### src/rtl/fracdiv_piecewise.sv
module fracdiv_piecewise (
  input  logic       clk,
  input  logic       rst,
  input  logic [6:0] div_code,
  output logic       tick,
  output logic       clk_div
);
  localparam int CW = 7;
  localparam int QW = 9;
  localparam int GW = 7;

  logic [CW-1:0] cur;
  logic [QW-1:0] acc;
  logic [QW-1:0] d4;
  logic [QW:0]   sum;
  logic          hit;
  logic [GW-1:0] since;

  function automatic logic [QW-1:0] quarter_div(input logic [CW-1:0] c);
    if (!c[6])      return 9'd4   + {2'b00, c};
    else if (!c[5]) return 9'd68  + {3'b000, c[4:0], 1'b0};
    else            return 9'd132 + {2'b00, c[4:0], 2'b00};
  endfunction

  assign d4  = quarter_div(cur);
  assign sum = {1'b0, acc} + 10'd4;
  assign hit = sum >= {1'b0, d4};

  always_ff @(posedge clk) begin
    if (rst) begin
      cur     <= '0;
      acc     <= '0;
      tick    <= 1'b0;
      clk_div <= 1'b0;
      since   <= '0;
    end else begin
      tick    <= hit;
      clk_div <= clk_div ^ hit;
      since   <= hit ? '0 : since + 1'b1;
      if (hit) begin
        cur <= div_code;
        acc <= (div_code != cur) ? '0 : QW'(sum - {1'b0, d4});
      end else begin
        acc <= sum[QW-1:0];
      end
    end
  end

  logic [QW:0] lim_up, lim_dn, gap_len;
  assign lim_up  = ({1'b0, d4} + 10'd3) >> 2;
  assign lim_dn  = {1'b0, d4} >> 2;
  assign gap_len = {3'b000, since} + 10'd1;

  AST_GAP_MAX: assert property (@(posedge clk) disable iff (rst) gap_len <= lim_up);
  AST_GAP_MIN: assert property (@(posedge clk) disable iff (rst) hit |-> gap_len >= lim_dn);
  AST_DIV1_EVERY_CYCLE: assert property (@(posedge clk) disable iff (rst) (cur == '0) |=> tick);
  AST_TOGGLE_ON_TICK: assert property (@(posedge clk) disable iff (rst) tick |-> (clk_div != $past(clk_div)));
  AST_HOLD_OFF_TICK: assert property (@(posedge clk) disable iff (rst) !tick |-> $stable(clk_div));
  AST_CODE_AT_PULSE: assert property (@(posedge clk) disable iff (rst) !tick |-> $stable(cur));
  AST_CLEAR_ON_SWITCH: assert property (@(posedge clk) disable iff (rst) (tick && cur != $past(cur)) |-> acc == '0);
  AST_ACC_IN_RANGE: assert property (@(posedge clk) disable iff (rst) acc < d4);
endmodule

### config.mk
export PLATFORM = sky130hd
export DESIGN_NAME = fracdiv_piecewise
export DESIGN_NICKNAME = d
export VERILOG_FILES = /design/src/rtl/fracdiv_piecewise.sv
export SDC_FILE = /design/constraint.sdc
export NUM_CORES = 1
export LEC_CHECK = 0
export ABC_AREA = 1
export BUFFER_PORTS_ARGS = -buffer_cell sky130_fd_sc_hd__buf_2
export CORE_UTILIZATION = 45
export DETAILED_ROUTE_END_ITERATION = 16
export HOLD_SLACK_MARGIN = 0.03
export PLACE_DENSITY = 0.73
export RECOVER_POWER = 50
export SYNTH_ARGS = -nofsm -noshare
export SYNTH_HDL_FRONTEND = slang
export SYNTH_SLANG_ARGS = --single-unit
### constraint.sdc
create_clock -name clk -period 2.8 [get_ports clk]
set_input_delay 0.28 -clock clk [delete_from_list [all_inputs] [get_ports clk]]
set_output_delay 0.28 -clock clk [all_outputs]
set_load 0.05 [all_outputs]
# Yosys cells after proc, flatten, opt, wreduce, memory -nomap -nowiden

Cells that the tools add are included.

Add/sub/neg operators: 5
$mul: 0
Divide/modulo/power cells: 0
Magnitude comparators: 1
Eq/ne operators: 1
Shift operators: 0
Muxes and demuxes: 4
Bitwise logic cells: 1
Reductions and logical operators: 0

Operators with widths:

| operator             | number |
|---|---|
| $mux 9               | 4 |
| $add 9x3->10 const B | 1 |
| $ge 10x9->1          | 1 |
| $add 8x7->9 const A  | 1 |
| $sub 9x9->9          | 1 |
| $add 3x7->8 const A  | 1 |
| $add 7x6->8 const A  | 1 |
| $ne 7x7->1           | 1 |
| $xor 1x1->1          | 1 |

Register bits after elaboration: 18
Bits in latches: 0
Bits in writable memories: 0
Bits in read-only memories: 0
Input port bits: 9
Output and inout bits: 2
Logic and storage cells: 16
Memories kept: 0

# Logic depth before layout (Yosys ltp)

Depth after elaboration: 6
Gate-level depth with buffers: 17
Mapped depth without buffers: 16

# Worst setup path after synthesis

Ideal clock, no wire load.

Path kind: register to register
From: reg cur[1]
To: reg cur[0]
Library setup time: 58 ps
Arrival time: 2202 ps
Required time: 2742 ps
Slack: 540 ps
Cell stages (with the launch flop): 15
Path buffers: 1
Clock period less this slack: 2260 ps
Path through: dfxtp_1 > ha_1 > nand2_1 > o311ai_0 > ha_1 > nand2_1 > nand2_1 > nand2_1 > nand3_2 > nor2_4 > nand2_4 > nor2_8 > buf_6 > nand2_1 > nand2_1

Cells in the longest elaborated chain, start to end: 4
Elaborated cells on any way between the ends: 6
Classes of those cells: add/sub: 3; order compare: 1; mux: 2

Ends and longest elaborated chain:

| item                                              | line   | RTL |
|---|---|---|
| start: declaration                                | 12     | `logic [CW-1:0] cur;` |
| start signal: assignment                          | 41     | `cur <= div_code;` |
| $add 8x7->9 / $add 7x6->8 (equally long branches) | 22, 21 |  |
| $mux 9                                            | 21     | `else if (!c[5]) return 9'd68 + {3'b000, c[4:0], 1'b0};` |
| $mux 9 *                                          | 20     | `if (!c[6]) return 9'd4 + {2'b00, c};` |
| $ge 10x9->1 *                                     | 27     | `assign hit = sum >= {1'b0, d4};` |

Mark *: on every way between the ends. The rest lies on a longest branch, timed or not.
A chain may end at the register's enable or synchronous reset.

# Worst setup path in the final report

From: reg cur[3]
To: reg cur[0]

The elaborated chain is that of the path after synthesis.

==> metrics.csv <==
stage;metric;value;unit
detailed_routing;Pre-antenna DRT Iters;4;
worst_setup_path;CP Class;register to register;
synth;ys async rst share;0;%
synth;Seq cells post-synth;18;
floorplanning;die height;64.5;um
synth;sequential-to-total area share from yosys stat;20.5;%
layout;commonest non-fill, non-tap cell in the layout;nand2_1;
sta;final period utilization;93.8;%
detailed_routing;via count;1662;
sta;min cycle time layout;2630;ps
place;PortBufs;10;
floorplanning;Initial Util;47.3;%
hold_path;WHS Endpoint;cur[4];
clock_tree;CTS tree;built;
clock_tree;Post-CTS Resized;0;
synth;synthesized area per cell;6.08;um2
detailed_routing;wire per inst;10.6;um
flow_run;Max Cap Viol;0;
floorplanning;core area;0.00372;mm2
clock_tree;clock latency at the later pin of the worst-skew pair;270;ps
synth;Synth cell types;33;
clock_tree;clk root buf;clkbuf_8;
sta;WHS;228;ps
global_routing;first-pass GRT wire length;6560;um
place;final HPWL from detailed placement;2870;um
sta;skew final;3.91;ps
hold_path;worst hold start;div_code[4];
floorplanning;die area;0.00416;mm2
synth;number of synthesized flops with an enable pin;0;
clock_tree;CTS Buf Count;3;
sta;Fin. Hold Viols;0;
floorplanning;Die Wd;64.5;um
power_and_ir_drop;Leak Pwr;1.02;nW
detailed_routing;Final ANT Viol Nets;0;
worst_setup_path;crit end category;register;
layout;Non-Filler Instances;346;
worst_setup_path;Worst setup SP type;register;
global_routing;GRT Residual Overflow;0;
sta;fmax;381;MHz
floorplanning;num rows;22;
worst_setup_path;Reg2Reg Launch Point;cur[3];
synth;Synthesis Warnings;0;
power_and_ir_drop;power density cells;1130;mW/mm2
place;Cells after DPL;342;
global_routing;GRT Util Overall;20.2;%
hold_path;Hold/Removal Path Class;input pin to register;
clock_tree;Worst-path clk slew;70;ps
sta;Final Slew Violations;0;
sta;Worst-Margin Slew;588;ps
synth;ys flop type;dfxtp_1;
detailed_routing;DR iter-0 viols;64;
detailed_routing;drt via density;4.80;
sta;Slew HR;61.0;%
global_routing;vias in the first global route;1525;
synth;Synth Instances;289;
clock_tree;post-CTS setup buffer count;0;
place;Final Wtd Congestion;0.825;
hold_path;hold path depth;3;
worst_setup_path;Worst R2R End;cur[0];
layout;fillers;389;
power_and_ir_drop;VDD IR max;0.000576;V
clock_tree;clk sink count;18;
layout;layout cell share with drive strength beyond 1;11.4;%
clock_tree;Bufs on Longest Clock Path;2;
sta;setup_tns;0;ps
run_status;run status;finished, final reports clean;
detailed_routing;DRC;0;
worst_setup_path;crit path max fanout;15;
layout;Layout Utilization;50.9;%
sta;Setup Viol. Count Final;0;
worst_setup_path;Reg2Reg Setup Slack;170;ps
clock_tree;H-tree depth;1;
layout;area growth from synthesis to layout;7.69;%
layout;n_diodes;0;
layout;net count reported at finish;324;
synth;Cell Area, Synth;0.00176;mm2
layout;most frequent cells in the layout;111 x nand2_1, 41 x inv_1, 24 x nor2_1;
worst_setup_path;critical path required time;3010;ps
synth;syn nets;313;
worst_setup_path;worst r2r path cells;15;
sta;RSZ-0062 raised after global routing;no;
floorplanning;Ports;11;
global_routing;initial antenna violation count;0;
worst_setup_path;WP data arrival;2840;ps
clock_tree;CTS Hold Bufs;0;
global_routing;pin count of the biggest net entering global routing;19;
detailed_routing;drt total wl;3680;um
## worst max-delay path by stage
stage | from | endpoint
6_report | cur[3] | cur[0]
5_1_grt | cur[3] | acc[0]
4_1_cts | cur[1] | acc[7]
3_5_place_dp | cur[1] | acc[7]
3_3_place_gp | cur[1] | acc[0]
2_1_floorplan | cur[1] | cur[0]
## synthesized netlist by cell type (4+ instances only)
cell | instances | area [um2]
a21oi_1 | 9 | 45.0
xor2_1 | 4 | 35.0
nand2_2 | 5 | 31.3
nand2_1 | 111 | 417
xnor2_1 | 4 | 35.0
inv_1 | 41 | 154
ha_1 | 14 | 175
nor2_1 | 24 | 90.1
nor3_1 | 4 | 20.0
dfxtp_1 | 18 | 360
nand3_1 | 11 | 55.1
o21ai_0 | 11 | 55.1
## state kept, by name, indices dropped and copies added (netlist names)
signal	flops
acc	9
cur	7
clk_div	1
tick	1
## through the flow
| step | power (mW) | setup slack [ps] | cell area, um2 |
|---|---|---|---|
| detailed placement | 1.89 | 185 | 1830 |
| global placement | 1.88 | 191 | 1830 |
| floorplan | 1.68 | 540 | 1760 |
| CTS | 2.09 | 142 | 1870 |
| global route | 2.40 | 7.85 | 1890 |
| finish | 2.14 | 174 | 1890 |
## power breakdown
part	total, mW	leakage [nW]	switching, mW	internal (mW)
Sequential	0.389	0.147	0.0731	0.316
Clock	0.193	0.0216	0.0966	0.0962
Combinational	1.56	0.852	0.987	0.572
## final cells by class
type                            instances  area, um2  share of cell area [%]
Inverter                               44        165                    8.73
Sequential cell                        18        360                    19.0
Timing Repair Buffer                   12       75.1                    3.97
Tap cell                               48       60.1                    3.17
Multi-Input combinational cell        221       1190                    62.9
Clock buffer                            3       41.3                    2.18
## cell families (layout without fill, tap and decap cells)
kind of cell,Yosys count,after routing,synth area share [%]
XOR/XNOR,8,8,3.99
buffers and inverters,50,59,11.8
AND/OR/NAND/NOR,171,171,43.3
flip-flops,18,18,20.5
adder cells (fa/ha/maj),15,15,11.1
AO/OA/AOI/OAI,27,27,9.33
## metal layers
metal,vias to the layer above,part of all wire [%],GRT usage (%)
met4,0,1.6,7.78
met1,722,51,26.2
met5,-,0,0
met2,22,45,33.9
li1,913,-,-
met3,5,2.3,2.46
## critical path: stages, from the launching register on
cell	delay, ps
dfxtp_1	500
ha_1	270
nand3_1	90
nand2_1	100
o21ai_0	70
o21ai_0	230
ha_1	320
nand2_1	90
nand2_1	70
inv_1	120
nand3_2	120
nand2_4	100
nand2_4	90
nor2_8	230
nand2_1	90
nand2_1	70
No activity file was read; power rests on OpenSTA's default activity.
